`src/rtl/adcrd_pkg.sv`:
```
package adcrd_pkg;
    typedef enum logic [1:0] {
        ST_IDLE  = 2'd0,
        ST_CONV  = 2'd1,
        ST_SHIFT = 2'd2,
        ST_REST  = 2'd3
    } adcrd_state_t;

    localparam int unsigned RES_W      = 10;
    localparam int unsigned SUB_W      = 2;
    localparam int unsigned FRAME_LONG = 16;
endpackage

```
`src/rtl/adcrd_sync.sv`:
```
module adcrd_sync #(
    parameter int unsigned STAGES = 2
) (
    input  logic clk,
    input  logic rst_n,
    input  logic d_i,
    output logic q_o
);
    logic [STAGES-1:0] chain_q;

    always_ff @(posedge clk or negedge rst_n) begin
        if (!rst_n) chain_q <= '0;
        else        chain_q <= {chain_q[STAGES-2:0], d_i};
    end

    assign q_o = chain_q[STAGES-1];
endmodule

```
`src/rtl/adcrd_sclk_gen.sv`:
```
module adcrd_sclk_gen #(
    parameter int unsigned HALF_CYC = 24
) (
    input  logic clk,
    input  logic rst_n,
    input  logic run_i,
    output logic sclk_o,
    output logic rise_o,
    output logic fall_o
);
    localparam int unsigned CW = $clog2(HALF_CYC + 1);

    logic [CW-1:0] cnt_q;
    logic          sclk_q;
    logic          wrap;

    assign wrap = run_i && (cnt_q == CW'(HALF_CYC - 1));

    always_ff @(posedge clk or negedge rst_n) begin
        if (!rst_n) begin
            cnt_q  <= '0;
            sclk_q <= 1'b0;
        end else if (!run_i) begin
            cnt_q  <= '0;
            sclk_q <= 1'b0;
        end else if (wrap) begin
            cnt_q  <= '0;
            sclk_q <= ~sclk_q;
        end else begin
            cnt_q  <= cnt_q + 1'b1;
        end
    end

    assign sclk_o = sclk_q;
    assign rise_o = wrap && !sclk_q;
    assign fall_o = wrap && sclk_q;

    // the clock is parked low one edge after the run request drops
    assert_sclk_parked_R2: assert property (@(posedge clk) disable iff (!rst_n)
        !run_i |=> !sclk_q);
endmodule

```
`src/rtl/adcrd_shreg.sv`:
```
module adcrd_shreg #(
    parameter int unsigned W = 16
) (
    input  logic         clk,
    input  logic         rst_n,
    input  logic         clr_i,
    input  logic         shift_i,
    input  logic         bit_i,
    output logic [W-1:0] q_o
);
    always_ff @(posedge clk or negedge rst_n) begin
        if (!rst_n)       q_o <= '0;
        else if (clr_i)   q_o <= '0;
        else if (shift_i) q_o <= {q_o[W-2:0], bit_i};
    end
endmodule

```
`src/rtl/adc_serial_reader.sv`:
```
module adc_serial_reader
    import adcrd_pkg::*;
#(
    parameter int unsigned HALF_CYC  = 24,
    parameter int unsigned CONV_CYC  = 750,
    parameter int unsigned CSH_CYC   = 24,
    parameter int unsigned ABORT_CYC = 150
) (
    input  logic             clk,
    input  logic             rst_n,
    input  logic             start_i,
    input  logic             wait_flag_i,
    input  logic             long_read_i,
    output logic             busy_o,
    output logic             valid_o,
    output logic             error_o,
    output logic [RES_W-1:0] sample_o,
    output logic [SUB_W-1:0] sub_o,
    output logic             adc_cs_n_o,
    output logic             adc_sclk_o,
    input  logic             adc_dout_i
);
    localparam int unsigned FRAME_SHORT = RES_W + 1;
    localparam int unsigned CCW         = $clog2(CONV_CYC + 1);
    localparam int unsigned REST_MAX    = (ABORT_CYC > CSH_CYC) ? ABORT_CYC : CSH_CYC;
    localparam int unsigned RCW         = $clog2(REST_MAX + 1);
    localparam int unsigned BCW         = $clog2(FRAME_LONG + 1);
    localparam int unsigned LONG_MSB    = FRAME_LONG - 2;
    localparam int unsigned LONG_SUBMSB = FRAME_LONG - 2 - RES_W;

    adcrd_state_t state_q, state_d;

    logic                  dout_s;
    logic                  run, rise, fall;
    logic [FRAME_LONG-1:0] frame_q;
    logic                  flag_mode_q, long_q, abort_q;
    logic [CCW-1:0]        wait_cnt_q;
    logic [RCW-1:0]        rest_cnt_q;
    logic [BCW-1:0]        fall_cnt_q;
    logic [BCW-1:0]        last_fall;
    logic                  cs_n_q, valid_q, err_q;
    logic [RES_W-1:0]      sample_q;
    logic [SUB_W-1:0]      sub_q;
    logic                  take_start, wait_over, burst_done, rest_over;

    adcrd_sync #(.STAGES(2)) u_sync (
        .clk(clk), .rst_n(rst_n), .d_i(adc_dout_i), .q_o(dout_s)
    );

    assign run = (state_q == ST_SHIFT);

    adcrd_sclk_gen #(.HALF_CYC(HALF_CYC)) u_sclk (
        .clk(clk), .rst_n(rst_n), .run_i(run),
        .sclk_o(adc_sclk_o), .rise_o(rise), .fall_o(fall)
    );

    adcrd_shreg #(.W(FRAME_LONG)) u_frame (
        .clk(clk), .rst_n(rst_n), .clr_i(take_start),
        .shift_i(rise), .bit_i(dout_s), .q_o(frame_q)
    );

    assign take_start = (state_q == ST_IDLE) && start_i;
    assign wait_over  = (wait_cnt_q == CCW'(CONV_CYC - 1));
    assign last_fall  = long_q ? BCW'(FRAME_LONG - 1) : BCW'(FRAME_SHORT - 1);
    assign burst_done = fall && (fall_cnt_q == last_fall);
    assign rest_over  = abort_q ? (rest_cnt_q == RCW'(ABORT_CYC - 1))
                                : (rest_cnt_q == RCW'(CSH_CYC - 1));

    // state register
    always_ff @(posedge clk or negedge rst_n) begin
        if (!rst_n) state_q <= ST_IDLE;
        else        state_q <= state_d;
    end

    always_comb begin
        state_d = state_q;
        unique case (state_q)
            ST_IDLE:  if (start_i) state_d = ST_CONV;
            ST_CONV: begin
                if (flag_mode_q && dout_s) state_d = ST_SHIFT;
                else if (wait_over)        state_d = flag_mode_q ? ST_REST : ST_SHIFT;
            end
            ST_SHIFT: if (burst_done) state_d = ST_REST;
            ST_REST:  if (rest_over)  state_d = ST_IDLE;
            default:  state_d = ST_IDLE;
        endcase
    end

    // outputs and counters
    always_ff @(posedge clk or negedge rst_n) begin
        if (!rst_n) begin
            cs_n_q      <= 1'b1;
            valid_q     <= 1'b0;
            err_q       <= 1'b0;
            flag_mode_q <= 1'b0;
            long_q      <= 1'b0;
            abort_q     <= 1'b0;
            wait_cnt_q  <= '0;
            rest_cnt_q  <= '0;
            fall_cnt_q  <= '0;
            sample_q    <= '0;
            sub_q       <= '0;
        end else begin
            valid_q <= 1'b0;
            err_q   <= 1'b0;
            unique case (state_q)
                ST_IDLE: begin
                    if (start_i) begin
                        cs_n_q      <= 1'b0;
                        flag_mode_q <= wait_flag_i;
                        long_q      <= long_read_i;
                        abort_q     <= 1'b0;
                        wait_cnt_q  <= '0;
                        fall_cnt_q  <= '0;
                    end
                end
                ST_CONV: begin
                    wait_cnt_q <= wait_cnt_q + 1'b1;
                    if (!(flag_mode_q && dout_s) && wait_over && flag_mode_q) begin
                        cs_n_q     <= 1'b1;
                        err_q      <= 1'b1;
                        abort_q    <= 1'b1;
                        rest_cnt_q <= '0;
                    end
                end
                ST_SHIFT: begin
                    if (fall) fall_cnt_q <= fall_cnt_q + 1'b1;
                    if (burst_done) begin
                        cs_n_q     <= 1'b1;
                        valid_q    <= 1'b1;
                        rest_cnt_q <= '0;
                        if (long_q) begin
                            sample_q <= frame_q[LONG_MSB -: RES_W];
                            sub_q    <= frame_q[LONG_SUBMSB -: SUB_W];
                        end else begin
                            sample_q <= frame_q[RES_W-1:0];
                            sub_q    <= '0;
                        end
                    end
                end
                ST_REST: rest_cnt_q <= rest_cnt_q + 1'b1;
                default: ;
            endcase
        end
    end

    assign busy_o     = (state_q != ST_IDLE);
    assign valid_o    = valid_q;
    assign error_o    = err_q;
    assign sample_o   = sample_q;
    assign sub_o      = sub_q;
    assign adc_cs_n_o = cs_n_q;

    assert_sclk_low_deselected_R2: assert property (@(posedge clk) disable iff (!rst_n)
        adc_cs_n_o |-> !adc_sclk_o);
    assert_no_clock_in_wait_R2: assert property (@(posedge clk) disable iff (!rst_n)
        (state_q == ST_CONV) |-> !adc_sclk_o);
    assert_valid_single_R7: assert property (@(posedge clk) disable iff (!rst_n)
        valid_q |=> !valid_q);
    assert_valid_at_cs_rise_R7: assert property (@(posedge clk) disable iff (!rst_n)
        valid_q |-> $rose(adc_cs_n_o));
    assert_sample_moves_with_valid_R7: assert property (@(posedge clk) disable iff (!rst_n)
        !$stable(sample_q) |-> valid_q);
    assert_error_excludes_valid_R9: assert property (@(posedge clk) disable iff (!rst_n)
        !(valid_q && err_q));
    assert_select_only_from_idle_R10: assert property (@(posedge clk) disable iff (!rst_n)
        $fell(adc_cs_n_o) |-> ($past(state_q) == ST_IDLE));
endmodule

```
`config.mk`:
```
export PLATFORM = sky130hd
export DESIGN_NAME = adc_serial_reader
export DESIGN_NICKNAME = d
export VERILOG_FILES = /design/src/rtl/adcrd_pkg.sv /design/src/rtl/adcrd_sync.sv /design/src/rtl/adcrd_sclk_gen.sv /design/src/rtl/adcrd_shreg.sv /design/src/rtl/adc_serial_reader.sv
export SDC_FILE = /design/constraint.sdc
export NUM_CORES = 1
export LEC_CHECK = 0
export ABC_AREA = 1
export BUFFER_PORTS_ARGS = -buffer_cell sky130_fd_sc_hd__buf_2
export CELL_PAD_IN_SITES_DETAIL_PLACEMENT = 0
export CELL_PAD_IN_SITES_GLOBAL_PLACEMENT = 2
export CORE_MARGIN = 8
export CORE_UTILIZATION = 34
export DETAILED_ROUTE_END_ITERATION = 8
export MAX_ROUTING_LAYER = met4
export PLACE_DENSITY_LB_ADDON = 0.1
export REMOVE_ABC_BUFFERS = 1
export SETUP_SLACK_MARGIN = 0.3
export SLEW_MARGIN = 15
export SYNTH_ARGS = -nofsm -noshare
export SYNTH_HDL_FRONTEND = slang
export SYNTH_SLANG_ARGS = --single-unit
export TNS_END_PERCENT = 20
```
`constraint.sdc`:
```
create_clock -name clk -period 1.9 [get_ports clk]
set_clock_uncertainty 0.2 [all_clocks]
set_input_delay 0.095 -clock clk [delete_from_list [all_inputs] [get_ports clk]]
set_output_delay 0.095 -clock clk [all_outputs]
set_load 0.01 [all_outputs]
```
==> metrics.yaml <==
initial_core_util: 0.343
finalSetupTns_ns: 0
pwr-share-seq: 0.332
path_buf_inv: 2
nNetsFinal: 449
layout-drive-gt1-share: 0.270
syn2layout_area_growth_pct: 29.5
drv_slew: 0
startpoint: "u_sclk.cnt_q[0]"
power.switching_mw: 1.96
drc: 0
htreeDepth: 3
r2r-end: "adc_cs_n_o"
rr_startpoint: "u_sclk.cnt_q[0]"
hp-class: "primary input to flop"
clkSlewWorstSetupHoldPaths_ns: 0.07
synth_area_um2: 3280
synth_simple_gate_area_share: 0.212
dieArea_um2: 13000
firstDrtPassIters: 6
synth_seq_cells: 66
critPathTopFamily: "simple AND/OR/NAND/NOR gates"
antenna_found_initial: 0
end_kind: "flop"
yosys_warnings: 0
cellInternalPower_mw: 3.18
cp-start-kind: "flop"
place_congestion: 0.762
diodes: 0
status: "finished, final reports clean"
synth.area.mux_share: 0
pre_cts_ws_ns: -0.0489
power_density_nw_per_um2: 1210
cts_buffers: 9
num_rows: 36
reg2reg_slack_ns: 0.10
min_period_ns: 1.80
clkLatencyLatePin_ns: 0.34
crit_chain: "ha_2 -> nand2_2 -> nor2_4 -> nand4_4 -> o21ai_4 -> buf_12 -> buf_4 -> nand3_1 -> nand2_1 -> nand2_1"
vias: 2666
viasPerCell: 4.68
grt.total_usage: 0.133
cp_slowest_cell: "dfrtp_1"
required_ns: 1.98
fmax_ghz: 0.556
overflow: 0
rsz0062_at_grt: "yes"
grt_pass1_wl_um: 13400
cts_root_buf: "clkbuf_8"
cts_tree: "built"
synth_top_family_by_area: "simple AND/OR/NAND/NOR gates"
fin_ws_ns: 0.102
crit_path_max_fanout: 7
yosysUniqueCellTypes: 35
ir_worst_vdd_uv: 435
ios: 23
die_h_um: 114
syn_area_per_cell_um2: 8.95
drt_iter0_markers: 151
synthAdderAreaFrac: 0.0382
slew_headroom: 0.622
ys_seq_area_frac: 0.505
postLayoutCellArea_um2: 4240
grt_pass1_vias: 2720
drtAntennaViolNets: 0
wl_per_cell_um: 13.8
wirelength_um: 7870
crit_end: "adc_cs_n_o"
total_power_mw: 5.14
worst-endpoint-arrival_ns: 1.88
core_area_um2: 9550
path_class: "flop to flop"
grt_max_degree: 28
worst_slew_pin_slew_ns: 0.567
placement.io_buffers: 22
fin_crit_sh: 0.946
cts_buffer_depth: 2
die_w_um: 114
synth_compound_area_frac: 0.147
hold_viol_final: 0
switching_share: 0.381
drv_cap: 0
netlist_instances: 366
slowest_delay_ns: 0.36
ff2ff_path_depth: 10
dp_hpwl_um: 5450
cp.depth: 10
leakagePower_nw: 1.93
pwr-share-clk: 0.250
clock_sinks: 66
synthXorXnorAreaFrac: 0.0267
combinationalPowerShare: 0.418
cpMostUsedCell: "nand2_1"
setup_viol: 0
dpl_cell_area_um2: 3710
holdCritStartpoint: "start_i"
routing by layer:
layer  up-vias  track usage  wire, um
met1      1278        0.176      4040
met3        10       0.0295       199
met5         -            -         0
li1       1350            -         -
met2        28        0.194      3510
met4         0       0.0479       118
cells by family after synthesis:
logic type	Yosys count
AOI/OAI and AO/OA	73
xor gates and xnor gates	10
adders and majority gates	10
buffers and inverters	57
DFF	66
and+or+nand+nor	150
area by class of cell:
| class | instances | area, um^2 |
|---|---|---|
| fillers | 969 | 5310 |
| clock buffers | 10 | 128 |
| inverters | 48 | 183 |
| repair buffers | 63 | 519 |
| multi-input cells | 245 | 1510 |
| flip-flops and latches | 66 | 1650 |
| well taps | 133 | 166 |
| clock inverters | 5 | 80.1 |
synthesized netlist by cell type:
| master | n | area [um^2] |
|---|---|---|
| nand2_2 | 6 | 37.5 |
| dfrtp_1 | 65 | 1630 |
| nor2_1 | 27 | 101 |
| xor2_1 | 9 | 78.8 |
| nor2_4 | 1 | 11.3 |
| o21ai_1 | 2 | 10.0 |
| nor3_1 | 6 | 30.0 |
| inv_1 | 48 | 180 |
| clkbuf_1 | 2 | 7.51 |
| o21ai_0 | 19 | 95.1 |
| xnor2_1 | 1 | 8.76 |
| o21a_1 | 10 | 75.1 |
| o211ai_1 | 10 | 75.1 |
| dfstp_2 | 1 | 26.3 |
| o21ai_4 | 2 | 32.5 |
| o21ai_2 | 4 | 35.0 |
| nor2_2 | 1 | 6.26 |
| nand4_2 | 1 | 12.5 |
| o31ai_1 | 2 | 15.0 |
| buf_6 | 1 | 11.3 |
| nand3_1 | 21 | 105 |
| o22ai_1 | 15 | 93.8 |
| nand4_4 | 1 | 21.3 |
| nand2_4 | 1 | 11.3 |
| nor4_2 | 1 | 12.5 |
| buf_4 | 2 | 15.0 |
| a21oi_1 | 7 | 35.0 |
| nand3_2 | 1 | 10.0 |
| nand4_1 | 7 | 43.8 |
| or2_2 | 3 | 18.8 |
| nand2_1 | 73 | 274 |
| a31oi_1 | 1 | 6.26 |
| a211oi_1 | 1 | 7.51 |
| buf_2 | 4 | 20.0 |
| ha_1 | 10 | 125 |
power groups by stage:
stage	registers, mW	logic [mW]	clock network (mW)
2_1_floorplan	1.77	0.951	0
3_3_place_gp	1.73	1.69	0
3_5_place_dp	1.74	1.69	0
4_1_cts	1.70	2.10	1.33
5_1_grt	1.73	2.37	1.37
6_report	1.71	2.15	1.28
worst min path at each step:
stage                               end  cells past startpoint  slack (ns)
after CTS                        long_q                      5        0.06
after global routing      fall_cnt_q[1]                      2        0.12
after global placement    fall_cnt_q[1]                      1       -0.07
after floorplan                 abort_q                      0       -0.40
final                       flag_mode_q                      5        0.08
after detailed placement  fall_cnt_q[1]                      1       -0.07
repair_timing:
| action | 4_1_cts | 5_1_grt |
|---|---|---|
| setup endpoints to repair | 60 | 58 |
| gates resized for setup | 28 | 12 |
| hold endpoints to repair | 68 | 0 |
| hold buffers | 4 | 0 |
| gates cloned | 2 | 1 |
| pin swaps | 14 | 8 |
| setup buffers | 12 | 3 |
sequential cells by signal, indices dropped and copies added (netlist names):
name,cells
flag_mode_q,1
state_q,2
adc_cs_n_o,1
u_sclk.sclk_o,1
sample_o,10
wait_cnt_q,10
u_sclk.cnt_q,5
u_frame.q_o,15
fall_cnt_q,5
rest_cnt_q,8
u_sync.chain_q,2
sub_o,2
valid_o,1
long_q,1
error_o,1
abort_q,1
through the flow:
| step | util | hold slack (ns) | instances |
|---|---|---|---|
| finish | 0.444 | 0.0834 | 570 |
| global route | 0.444 | 0.124 | 570 |
| CTS | 0.436 | 0.0634 | 566 |
| detailed placement | 0.388 | -0.0740 | 533 |
| global placement | 0.388 | -0.0745 | 533 |
| floorplan | - | -0.401 | 357 |
placed cells by master, fill, tap and decap left out, types with 3 or more instances in the layout:
master,instances
nand2_1,69
inv_1,43
buf_4,28
ha_4,3
nand4_1,7
inv_2,4
xor2_1,9
o22ai_1,15
buf_12,5
nand3_1,20
o21ai_0,13
ha_1,6
buf_2,22
a21oi_1,7
nor2_1,24
o21ai_2,7
nand2_2,9
or2_2,3
nor3_1,6
o211ai_1,10
buf_6,3
nor2_2,3
clkbuf_8,9
nand2_4,3
dfrtp_1,65
o21ai_1,5
o21a_1,10
dlygate4sd3_1,4
worst reg2reg max path: cells and delay by family, from the launching register on:
kind,cells,cell delay [ns]
AOI/OAI and AO/OA,1,0.18
adders and majority gates,1,0.19
buffers and inverters,2,0.27
DFF,1,0.36
and+or+nand+nor,6,0.52
Note: power is estimated with default switching activity, not from simulation.
